$ cat config.mk
export PLATFORM = sky130hd
export DESIGN_NAME = pause_flow_ctl
export DESIGN_NICKNAME = d
export VERILOG_FILES = /design/src/rtl/pause_flow_ctl.sv
export SDC_FILE = /design/constraint.sdc
export NUM_CORES = 1
export LEC_CHECK = 0
export CORE_UTILIZATION = 45
export DETAILED_ROUTE_END_ITERATION = 12
export HOLD_SLACK_MARGIN = 0.12
export PLACE_DENSITY_LB_ADDON = 0.25
export SYNTH_ARGS = -nofsm -noshare
export SYNTH_HDL_FRONTEND = slang
export SYNTH_SLANG_ARGS = --single-unit
$ cat constraint.sdc
create_clock -name clk -period 6.18 [get_ports clk]
set_input_delay 1.236 -clock clk [delete_from_list [all_inputs] [get_ports clk]]
set_output_delay 1.236 -clock clk [all_outputs]
set_load 0.02 [all_outputs]
$ cat src/rtl/pause_flow_ctl.sv
module pause_flow_ctl #(
  parameter int W = 16
) (
  input  logic         clk,
  input  logic         rst,
  input  logic         fd_en,
  input  logic         sw_we,
  input  logic         sw_val,
  input  logic [W-1:0] pause_time,
  input  logic [W-1:0] repeat_ival,
  input  logic         quantum,
  input  logic         tx_done,
  output logic         req,
  output logic [W-1:0] req_time,
  output logic         en,
  output logic         hw_clr,
  output logic [W-1:0] status
);

  logic         en_q, req_q, act_q;
  logic [W-1:0] rt_q, rpt_q, pz_q;

  wire         rpt_mode = |repeat_ival;
  wire         rise     = fd_en & sw_we & sw_val & ~en_q;
  wire         fall     = fd_en & sw_we & ~sw_val & en_q;
  wire         tick     = fd_en & act_q & ~req_q & quantum;
  wire         sent     = tx_done & req_q;
  wire [W:0]   rpt_inc  = {1'b0, rpt_q} + 1'b1;
  wire [W:0]   pz_inc   = {1'b0, pz_q} + 1'b1;
  wire [W-1:0] rpt_nx   = rpt_inc[W] ? rpt_q : rpt_inc[W-1:0];
  wire [W-1:0] pz_nx    = pz_inc[W] ? pz_q : pz_inc[W-1:0];
  wire         rpt_fire = tick & rpt_mode & en_q & (rpt_inc >= {1'b0, repeat_ival});
  wire         pz_end   = tick & ~rpt_mode & en_q & (pz_inc >= {1'b0, pause_time});
  wire         keep_on  = sw_we & sw_val;

  assign hw_clr   = pz_end;
  assign req      = req_q;
  assign req_time = rt_q;
  assign en       = en_q;
  assign status   = rpt_mode ? rpt_q : pz_q;

  always_ff @(posedge clk) begin
    if (rst)            en_q <= 1'b0;
    else if (sw_we)     en_q <= sw_val;
    else if (pz_end)    en_q <= 1'b0;
  end

  always_ff @(posedge clk) begin
    if (rst || !fd_en) begin
      req_q <= 1'b0;
      rt_q  <= '0;
    end else if (fall) begin
      req_q <= 1'b1;
      rt_q  <= '0;
    end else if (rise || rpt_fire) begin
      req_q <= 1'b1;
      rt_q  <= pause_time;
    end else if (sent) begin
      req_q <= 1'b0;
    end
  end

  always_ff @(posedge clk) begin
    if (rst || !fd_en || rise || fall)  act_q <= 1'b0;
    else if (sent)                      act_q <= en_q;
    else if (pz_end && !keep_on)        act_q <= 1'b0;
  end

  always_ff @(posedge clk) begin
    if (rst || !fd_en || rise || fall || sent) begin
      rpt_q <= '0;
      pz_q  <= '0;
    end else if (rpt_fire) begin
      rpt_q <= '0;
      pz_q  <= pz_nx;
    end else if (tick) begin
      rpt_q <= rpt_nx;
      pz_q  <= pz_nx;
    end
  end

endmodule

==> impl_results.rst, run 1 <==
.. list-table::
   :header-rows: 1

   * - Metric
     - Value
   * - Pins over their slew limit
     - 0
   * - Cell Chain, Critical Path
     - clkdlybuf4s50_1 -> ha_1 -> nand2b_1 -> a21o_1 -> a2111oi_0 -> o31ai_1 -> or4_1 -> and2_1 -> clkdlybuf4s50_1
   * - Met1 Wirelength
     - 4020 µm
   * - Largest fanout on the critical path
     - 3
   * - 1st-pass router iterations
     - 5
   * - Max stage delay on crit path
     - 660 ps
   * - Clock latency on the worst-skew pair
     - 310 ps
   * - Number of vias after detailed routing
     - 3277
   * - Number of placed I/O pins
     - 74
   * - Mapped cell area
     - 3750 µm²
   * - Post-synth top area share
     - 27.2%
   * - Met3 wire len
     - 348 µm
   * - Most used standard cell by instance count after synthesis
     - nand2_1
   * - Number of instances in the placed design
     - 613
   * - Type of the tightest min-delay check
     - flip-flop to flip-flop
   * - Slew at the pin closest to its max-slew limit
     - 1260 ps
   * - Met2 wire length
     - 4010 µm
   * - Effective utilization at floorplan
     - 47.5%
   * - Largest net degree at the start of global routing
     - 34
   * - Main synth FF type
     - dfxtp_1
   * - Achievable Freq
     - 0.179 GHz
   * - Post-route setup TNS
     - 0 ps
   * - DR vias/cell
     - 5.28
   * - Via count of the first global-routing pass
     - 3297
   * - Root Buffer
     - clkbuf_8
   * - Synth async-reset ratio
     - 0%
   * - TritonCTS buffer count
     - 5
   * - Buf/Inv on CP
     - 2
   * - Max Buffers Root-to-Sink
     - 2
   * - Area occupied by multi-input gates
     - 2460 µm²
   * - Register area
     - 1020 µm²
   * - Endpoints failing setup
     - 0
   * - Global-route total usage across every layer
     - 20.5%
   * - Critical path required time
     - 4940 ps
   * - Max-cap viol count
     - 0
   * - Die extent in x
     - 93.3 µm
   * - Post-CTS setup repair buffer count
     - 0
   * - Number of warnings printed during yosys synthesis
     - 0
   * - Number of synthesized flops with an enable pin
     - 0
   * - Slew margin rel.
     - 15.5%
   * - Die outline height
     - 93.3 µm
   * - Count of filler cells inserted in the layout
     - 740
   * - Share of final-layout standard cells stronger than drive strength 1
     - 6.36%
   * - Total Wirelength
     - 8490 µm
   * - Worst IR Drop VDD
     - 86.8 µV
   * - Net count after synthesis
     - 535
   * - Gp weighted congestion
     - 0.831
   * - Top routing layer in use
     - met4
   * - Count of distinct cell types in the synthesized netlist
     - 52
   * - Share of the clock period used by the worst path after layout
     - 90.2%
   * - Worst clock skew
     - 6.87 ps
   * - Count of input and output buffers
     - 73
   * - Area growth from synthesis to layout
     - 21.9%
   * - Total Die Area
     - 8700 µm²
   * - TritonCTS Sinks
     - 51
   * - First-pass GRT wire length
     - 14400 µm
   * - Result of the run
     - finished clean
   * - Number of cell rows
     - 32
   * - Post-cts resize count
     - 0
   * - Arrival @ worst endpoint
     - 4340 ps
   * - Sequential-to-total area share from yosys stat
     - 27.2%
   * - Post-cts hold buffer count
     - 0
   * - Leakage power
     - 1.89 nW
   * - Initial antenna violation count
     - 0
   * - Diode count
     - 0
   * - Average instance area after synthesis
     - 8.12 µm²
   * - Non-filler instance count after layout
     - 621
   * - Post-synthesis cell type with the largest combined area
     - dfxtp_1
   * - Max stage delay cell, worst path
     - a2111oi_0
   * - H-tree Lvls
     - 2
   * - Total Nets Final
     - 591
   * - Top cells by area in the synthesized netlist
     - dfxtp_1, ha_1, xor2_1
   * - Count of mapped cells out of synthesis
     - 462
   * - HPWL after detailed placement
     - 6660 µm
   * - Post-DRT Antenna Nets
     - 0
   * - Setup crit start kind
     - input port
   * - Number of register bits inferred by synthesis
     - 51
   * - Final Hold Vio Count
     - 0
   * - Total core area
     - 7890 µm²
   * - Remaining global-route overflow
     - 0
   * - Worst-path clk slew
     - 90 ps
   * - Time the worst path needs with I/O delays and setup
     - 5570 ps
   * - Library cell appearing most often on the critical path
     - clkdlybuf4s50_1
   * - Power Dens Cells
     - 127 nW/µm²
   * - CTS tree
     - built
   * - Unrepaired setup endpoints after global routing
     - false
   * - Gate family responsible for the most delay along the worst path
     - compound AO/OA/AOI/OAI gates
   * - Top post-synthesis cells by count
     - nand2_1, dfxtp_1, inv_1
   * - Count of unresolved DRC violations after routing
     - 0
   * - Number of design-rule violations left by the first detailed-router iteration
     - 81
   * - Kind of end point of the critical path
     - output port
   * - Crit Path Class
     - input port to output port
   * - Average routed wire per standard cell
     - 13.7 µm
## cell usage in the layout, fill, tap and decap left out, drive strengths merged, types with 11 or more instances in the layout
cell	instances
a21oi	17
clkdlybuf4s50	73
dfxtp	51
ha	34
inv	39
mux2	13
mux2i	19
nand2	58
nand3	16
nand4	13
nor2	39
nor3	11
o21ai	14
xnor2	23
xor2	27
## per-stage QoR
stage | worst slack, ps | area (µm²) | hold WS (ps) | utilization (%) | total power, mW
after floorplan | 1760 | 3750 | 496 | - | 0.364
after detailed placement | 617 | 4490 | 450 | 56.9 | 0.399
after CTS | 603 | 4570 | 465 | 57.9 | 0.590
after global routing | 414 | 4570 | 483 | 57.9 | 0.610
final | 609 | 4570 | 461 | 57.9 | 0.582
after global placement | 667 | 4490 | 445 | 56.9 | 0.397
## worst paths after layout
kind	startpoint	end	slack, ps	cells past startpoint
hold / removal	req_time[14]	req_time[14]	460	2
hold reg to reg	req_time[14]	req_time[14]	460	2
setup reg to reg	rpt_q[0]	req_time[5]	2490	12
setup / recovery	pause_time[0]	hw_clr	610	9
## flip-flops by register name, indices dropped and copies added, names as in the netlist
name      count
act_q         1
en            1
pz_q         16
req           1
req_time     16
rpt_q        16
## cell families after synthesis
| family | synth area share (%) |
|---|---|
| and+or+nand+nor | 24.5 |
| buffers and inverters | 7.27 |
| AOI/OAI and AO/OA | 9.04 |
| DFF | 27.2 |
| xor gates and xnor gates | 11.7 |
| adders and majority gates | 11.3 |
| muxes | 8.98 |
## layer usage
layer	vias to the layer above	GRT usage (%)
met3	7	3.01
met2	50	36.2
met4	0	6.15
li1	1685	-
met1	1535	25.6
met5	-	0
## worst min-delay path, cell delays in order (launching register included)
cell	delay, ps
dfxtp_1	320
nand2_1	50
mux2i_1	50
## where the power goes
| group | switching [mW] | internal, mW |
|---|---|---|
| logic | 0.0281 | 0.0330 |
| registers | 0.000972 | 0.329 |
| clock network | 0.111 | 0.0799 |
## area by class of cell
class	count	area share [%]
Clock inverter	1	0.109
Timing Repair Buffer	74	16.2
Tap cell	102	2.79
Clock buffer	7	1.67
Inverter	39	3.20
Sequential cell	51	22.3
Multi-Input combinational cell	347	53.7
Note: power is estimated with default switching activity, not from simulation.
==> run 2, diff against run 1 <==
Clock period 6.18 ns to 5.51 ns, I/O delays scaled along.
==> run 2 against run 1 <==
  * Utilization grew 0.44 points
  * Total power grew 17%
  * Clock power grew 26%
  * Count of clock-buffer cells in the layout grew 1
  * Sequential share of layout area shrank 0.14 points
  * Critical endpoint unchanged
  * Highest routed layer unchanged
==> impl_results.rst, run 2 (synthesis gave the netlist of run 1 again) <==
.. list-table::
   :header-rows: 1

   * - Metric
     - Value
   * - Time the worst path needs with I/O delays and setup
     - 5280 ps
   * - Clock network power share
     - 35.4%
   * - Diode count
     - 0
   * - H-tree Lvls
     - 2
   * - Max-cap viol count
     - 0
   * - Launching instance or port of the critical path
     - pz_q[1]
   * - TritonCTS Sinks
     - 51
   * - Clock latency on the worst-skew pair
     - 310 ps
   * - Arrival @ worst endpoint
     - 4170 ps
   * - Die extent in x
     - 93.3 µm
   * - Number of vias after detailed routing
     - 3325
   * - First-pass GRT wire length
     - 14700 µm
   * - Average routed wire per standard cell
     - 13.8 µm
   * - Non-filler instance count after layout
     - 623
   * - Final Hold Vio Count
     - 0
   * - Remaining global-route overflow
     - 0
   * - Largest net degree at the start of global routing
     - 34
   * - Share of final-layout standard cells stronger than drive strength 1
     - 7.10%
   * - Max Buffers Root-to-Sink
     - 2
   * - Via count of the first global-routing pass
     - 3260
   * - Utilization after layout
     - 58.4%
   * - Crit Path Class
     - flip-flop to output port
   * - Global-route total usage across every layer
     - 21.2%
   * - Worst IR Drop VDD
     - 104 µV
   * - Number of design-rule violations left by the first detailed-router iteration
     - 118
   * - Share of the clock period used by the worst path after layout
     - 95.8%
   * - Total core area
     - 7890 µm²
   * - Result of the run
     - finished clean
   * - Post-place instance area
     - 4500 µm²
   * - Count of input and output buffers
     - 73
   * - Root Buffer
     - clkbuf_8
   * - Setup slack after placement
     - 347 ps
   * - Largest fanout on the critical path
     - 7
   * - Number of instances in the placed design
     - 615
   * - Number of cell rows
     - 32
   * - Die outline height
     - 93.3 µm
   * - Final total power
     - 680 µW
   * - Kind of end point of the critical path
     - output port
   * - Pins over their slew limit
     - 0
   * - Count of unresolved DRC violations after routing
     - 0
   * - Leading cell types in the layout, fill and taps excluded
     - clkdlybuf4s50_1, nand2_1, dfxtp_1, inv_1, nor2_1
   * - Leading cell type in the layout, fill and taps excluded
     - clkdlybuf4s50_1
   * - R2R Setup Slk
     - 1770 ps
   * - RR Endpoint
     - req_time[2]
   * - Share of total power consumed by net switching
     - 23.4%
   * - Slew margin rel.
     - 29.1%
   * - Int Pwr
     - 521 µW
   * - Number of placed I/O pins
     - 74
   * - Post-DRT Antenna Nets
     - 0
   * - Endpoints failing setup
     - 0
   * - Post-route setup TNS
     - 0 ps
   * - Number of cells on the worst reg-to-reg path
     - 12
   * - Leakage power
     - 1.91 nW
   * - Unrepaired setup endpoints after global routing
     - false
   * - Post-CTS setup repair buffer count
     - 0
   * - Total Wirelength
     - 8610 µm
   * - Post-cts hold buffer count
     - 0
   * - Total Die Area
     - 8700 µm²
   * - CTS tree
     - built
   * - TritonCTS buffer count
     - 5
   * - Worst-path clk slew
     - 90 ps
   * - Worst clock skew
     - 5.35 ps
   * - Achievable Freq
     - 0.190 GHz
   * - Type of the tightest min-delay check
     - flip-flop to flip-flop
   * - Source of the worst register-to-register timing path
     - rpt_q[0]
   * - Initial antenna violation count
     - 0
   * - Slew at the pin closest to its max-slew limit
     - 1060 ps
   * - Area growth from synthesis to layout
     - 22.8%
   * - Sequential group share of total power
     - 54.4%
   * - Switching pwr
     - 159 µW
   * - End point of the critical path
     - hw_clr
   * - Total Nets Final
     - 593
   * - Critical path required time
     - 4410 ps
   * - 1st-pass router iterations
     - 4
   * - Power Dens Cells
     - 148 nW/µm²
   * - Post-route worst hold slack
     - 460 ps
   * - Effective utilization at floorplan
     - 47.5%
   * - Worst setup slack after layout
     - 234 ps
   * - Gp weighted congestion
     - 0.827
   * - DR vias/cell
     - 5.34
   * - Final instance area
     - 4610 µm²
   * - HPWL after detailed placement
     - 6720 µm
   * - Comb pwr share
     - 10.2%
   * - Setup crit start kind
     - flip-flop
-- run 2: cell types whose count changed in the layout (fill, tap and decap cells not counted), sizes merged --
cell / previous run / this run
buf: 1 / 3
clkbuf: 7 / 8
clkinv: 1 / 0
-- run 2: layout make-up --
class	instances	area, µm²
multi-input cells	347	2460
repair buffers	76	753
flip-flops and latches	51	1020
well taps	102	128
clock buffers	8	100
inverters	39	146
fillers	728	3280
-- run 2: layer usage --
metal  global-route usage [%]  wire (µm)  vias to the layer above
met2                     36.3       4130                       56
met5                        0          0                        -
met1                     27.3       4090                     1567
met3                     3.82        297                        8
li1                         -          -                     1694
met4                     5.38         92                        0
-- run 2: how the worst min path moves through the flow --
stage,start,endpoint,cells past startpoint
4_1_cts,req_time[11],req_time[11],2
6_report,req_time[11],req_time[11],2
5_1_grt,req_time[1],req_time[1],2
3_5_place_dp,req_time[11],req_time[11],2
3_3_place_gp,req_time[15],req_time[15],2
2_1_floorplan,pz_q[8],pz_q[8],2
-- run 2: worst max-delay path: stages, from the launching register on --
cell             delay, ps
dfxtp_1                390
ha_1                   230
nand3_2                160
or4_4                  620
nor2_1                 140
xor2_1                 180
ha_1                   260
a21o_1                 180
a21o_1                 170
a21oi_1                150
nor2_1                  50
or4_1                  610
and2_1                 180
clkdlybuf4s50_1        530
-- run 2: timing repair --
action                                  in CTS  in global routing
resized for setup                            0                  1
endpoints found under the setup margin       0                  1
endpoints found under the hold margin        0                  0
-- run 2: power by group through the flow --
stage / sequential [mW] / clock (mW) / combinational [mW]
2_1_floorplan: 0.379 / 0 / 0.0287
3_3_place_gp: 0.379 / 0 / 0.0675
3_5_place_dp: 0.379 / 0 / 0.0694
4_1_cts: 0.370 / 0.247 / 0.0699
5_1_grt: 0.370 / 0.264 / 0.0774
6_report: 0.370 / 0.241 / 0.0691
==> run 3, diff against run 2 <==
Settings changed: CAP_MARGIN set to 40.
Clock period 5.51 ns to 4.35 ns, I/O delays scaled along.
==> run 3 against run 2 <==
  * Flip-flop and latch count did not move
  * Final area rose by 5.6%
  * Die area did not move
  * Largest power group unchanged
  * Combinational power rose by 33%
  * Count of clock-buffer cells in the layout did not move
  * Critical endpoint unchanged
  * Largest cell class unchanged
  * Cell count rose by 4.0%
==> impl_results.rst, run 3 (synthesis gave the netlist of run 1 again) <==
.. list-table::
   :header-rows: 1

   * - Metric
     - Value
   * - Clock latency on the worst-skew pair
     - 310 ps
   * - Met3 wire len
     - 335 µm
   * - H-tree Lvls
     - 2
   * - Met1 Wirelength
     - 4190 µm
   * - Worst-path clk slew
     - 90 ps
   * - HPWL after detailed placement
     - 6840 µm
   * - Final Hold Vio Count
     - 0
   * - Max Buffers Root-to-Sink
     - 2
   * - Area growth from synthesis to layout
     - 29.7%
   * - Max stage delay cell, worst path
     - or4_4
   * - Setup crit start kind
     - flip-flop
   * - Hold EP
     - req_time[14]
   * - 1st-pass router iterations
     - 4
   * - Total Die Area
     - 8700 µm²
   * - Via count of the first global-routing pass
     - 3254
   * - Worst IR Drop VDD
     - 140 µV
   * - Total core area
     - 7890 µm²
   * - Post-route setup TNS
     - 0 ps
   * - Slew margin rel.
     - 53.8%
   * - Die outline height
     - 93.3 µm
   * - R2R Setup Slk
     - 930 ps
   * - CTS tree
     - built
   * - Register area
     - 1020 µm²
   * - Share of final-layout standard cells stronger than drive strength 1
     - 13.6%
   * - Worst Hold Depth
     - 2
   * - Buf/Inv on CP
     - 1
   * - Cell Chain, Critical Path
     - ha_4 -> nand3_2 -> or4_4 -> nor2_4 -> xor2_1 -> ha_1 -> a21o_1 -> a21o_1 -> a21oi_2 -> nor2_1 -> or4_4 -> and2_4 -> buf_6
   * - Number of cell rows
     - 32
   * - Effective utilization at floorplan
     - 47.5%
   * - Achievable Freq
     - 0.237 GHz
   * - Post-cts hold buffer count
     - 0
   * - Number of vias after detailed routing
     - 3375
   * - Arrival @ worst endpoint
     - 3350 ps
   * - Leading cell types in the layout, fill and taps excluded
     - clkdlybuf4s50_1, nand2_1, dfxtp_1, inv_1
   * - Largest fanout on the critical path
     - 4
   * - Source of the worst register-to-register timing path
     - rpt_q[0]
   * - Type of the tightest min-delay check
     - flip-flop to flip-flop
   * - Number of cells on the worst reg-to-reg path
     - 12
   * - Remaining global-route overflow
     - 0
   * - Top routing layer in use
     - met4
   * - Average routed wire per standard cell
     - 13.6 µm
   * - Critical path required time
     - 3480 ps
   * - TritonCTS Sinks
     - 51
   * - Global-route total usage across every layer
     - 20.7%
   * - Hold Startpoint
     - req_time[14]
   * - Worst clock skew
     - 6.26 ps
   * - Gp weighted congestion
     - 0.842
   * - Slew at the pin closest to its max-slew limit
     - 693 ps
   * - RR Endpoint
     - rpt_q[6]
   * - Time the worst path needs with I/O delays and setup
     - 4220 ps
   * - Power Dens Cells
     - 178 nW/µm²
   * - Max-cap viol count
     - 0
   * - Endpoints failing setup
     - 0
   * - Initial antenna violation count
     - 0
   * - Count of input and output buffers
     - 73
   * - Area occupied by multi-input gates
     - 2510 µm²
   * - Gate family responsible for the most delay along the worst path
     - simple AND/OR/NAND/NOR gates
   * - Die extent in x
     - 93.3 µm
   * - Root Buffer
     - clkbuf_8
   * - Pins over their slew limit
     - 0
   * - TritonCTS buffer count
     - 5
   * - Leakage power
     - 2.05 nW
   * - DR vias/cell
     - 5.21
   * - Share of the clock period used by the worst path after layout
     - 97.0%
   * - Leading cell type in the layout, fill and taps excluded
     - clkdlybuf4s50_1
   * - Number of placed I/O pins
     - 74
   * - Number of instances in the placed design
     - 637
   * - Max stage delay on crit path
     - 570 ps
   * - Result of the run
     - finished clean
   * - Diode count
     - 0
   * - Total Nets Final
     - 618
   * - Crit Path Class
     - flip-flop to output port
   * - Total Wirelength
     - 8800 µm
   * - Met2 wire length
     - 4190 µm
   * - Number of design-rule violations left by the first detailed-router iteration
     - 212
   * - Non-filler instance count after layout
     - 648
   * - Count of filler cells inserted in the layout
     - 702
   * - Post-DRT Antenna Nets
     - 0
   * - Kind of end point of the critical path
     - output port
   * - First-pass GRT wire length
     - 14500 µm
   * - Count of unresolved DRC violations after routing
     - 0
   * - Largest net degree at the start of global routing
     - 30
[run 3: cell types whose count changed in the layout (fill, tap and decap cells not counted), sizes merged]
cell	before	now
clkdlybuf4s50	73	72
buf	3	29
[run 3: worst max-delay path by stage]
stage	from	end	slack, ps	cells after the start
6_report	pz_q[1]	hw_clr	130	13
5_1_grt	pz_q[1]	hw_clr	-1	13
4_1_cts	pz_q[1]	hw_clr	50	13
3_5_place_dp	pause_time[0]	hw_clr	-320	10
3_3_place_gp	pause_time[0]	hw_clr	-310	10
2_1_floorplan	pz_q[0]	hw_clr	290	13
[run 3: cell type report]
type                    count  area share (%)
flip-flops and latches     51            21.0
well taps                 102            2.62
clock buffers               8            2.06
multi-input cells         347            51.6
repair buffers            101            19.7
inverters                  39            3.01
[run 3: layer usage]
metal / up-vias / GRT usage [%]
li1: 1735 / -
met1: 1570 / 27.8
met2: 62 / 35.2
met3: 8 / 2.52
met4: 0 / 5.00
met5: - / 0
[run 3: stage by stage]
| step | util (%) | worst slack, ps | hold slack, ps | total power, mW | instance area, µm² |
|---|---|---|---|---|---|
| floorplan | - | 293 | 496 | 0.517 | 3750 |
| global placement | 59.0 | -314 | 445 | 0.566 | 4650 |
| detailed placement | 59.4 | -319 | 450 | 0.570 | 4680 |
| CTS | 60.8 | 54.6 | 466 | 0.874 | 4800 |
| global route | 61.6 | -1.30 | 476 | 0.901 | 4860 |
| finish | 61.6 | 130 | 462 | 0.864 | 4860 |
[run 3: report_power, final]
part	internal, mW	switching (mW)
sequential	0.467	0.00138
clock	0.146	0.159
combinational	0.0503	0.0413
total	0.663	0.201
[run 3: worst register-to-register path: cells and delay by family, from the launching register on]
| family | cells | cell delay [ps] |
|---|---|---|
| flops | 1 | 480 |
| simple gates | 7 | 1370 |
| xor+xnor | 1 | 80 |
| compound gates | 2 | 770 |
| fa+ha+maj | 2 | 590 |
[run 3: what timing repair did]
| action | in CTS | in global routing |
|---|---|---|
| endpoints found under the hold margin | 0 | 0 |
| setup buffers | 1 | 2 |
| setup endpoints to repair | 1 | 1 |
| resized for setup | 7 | 14 |
| pin swaps | 2 | 11 |
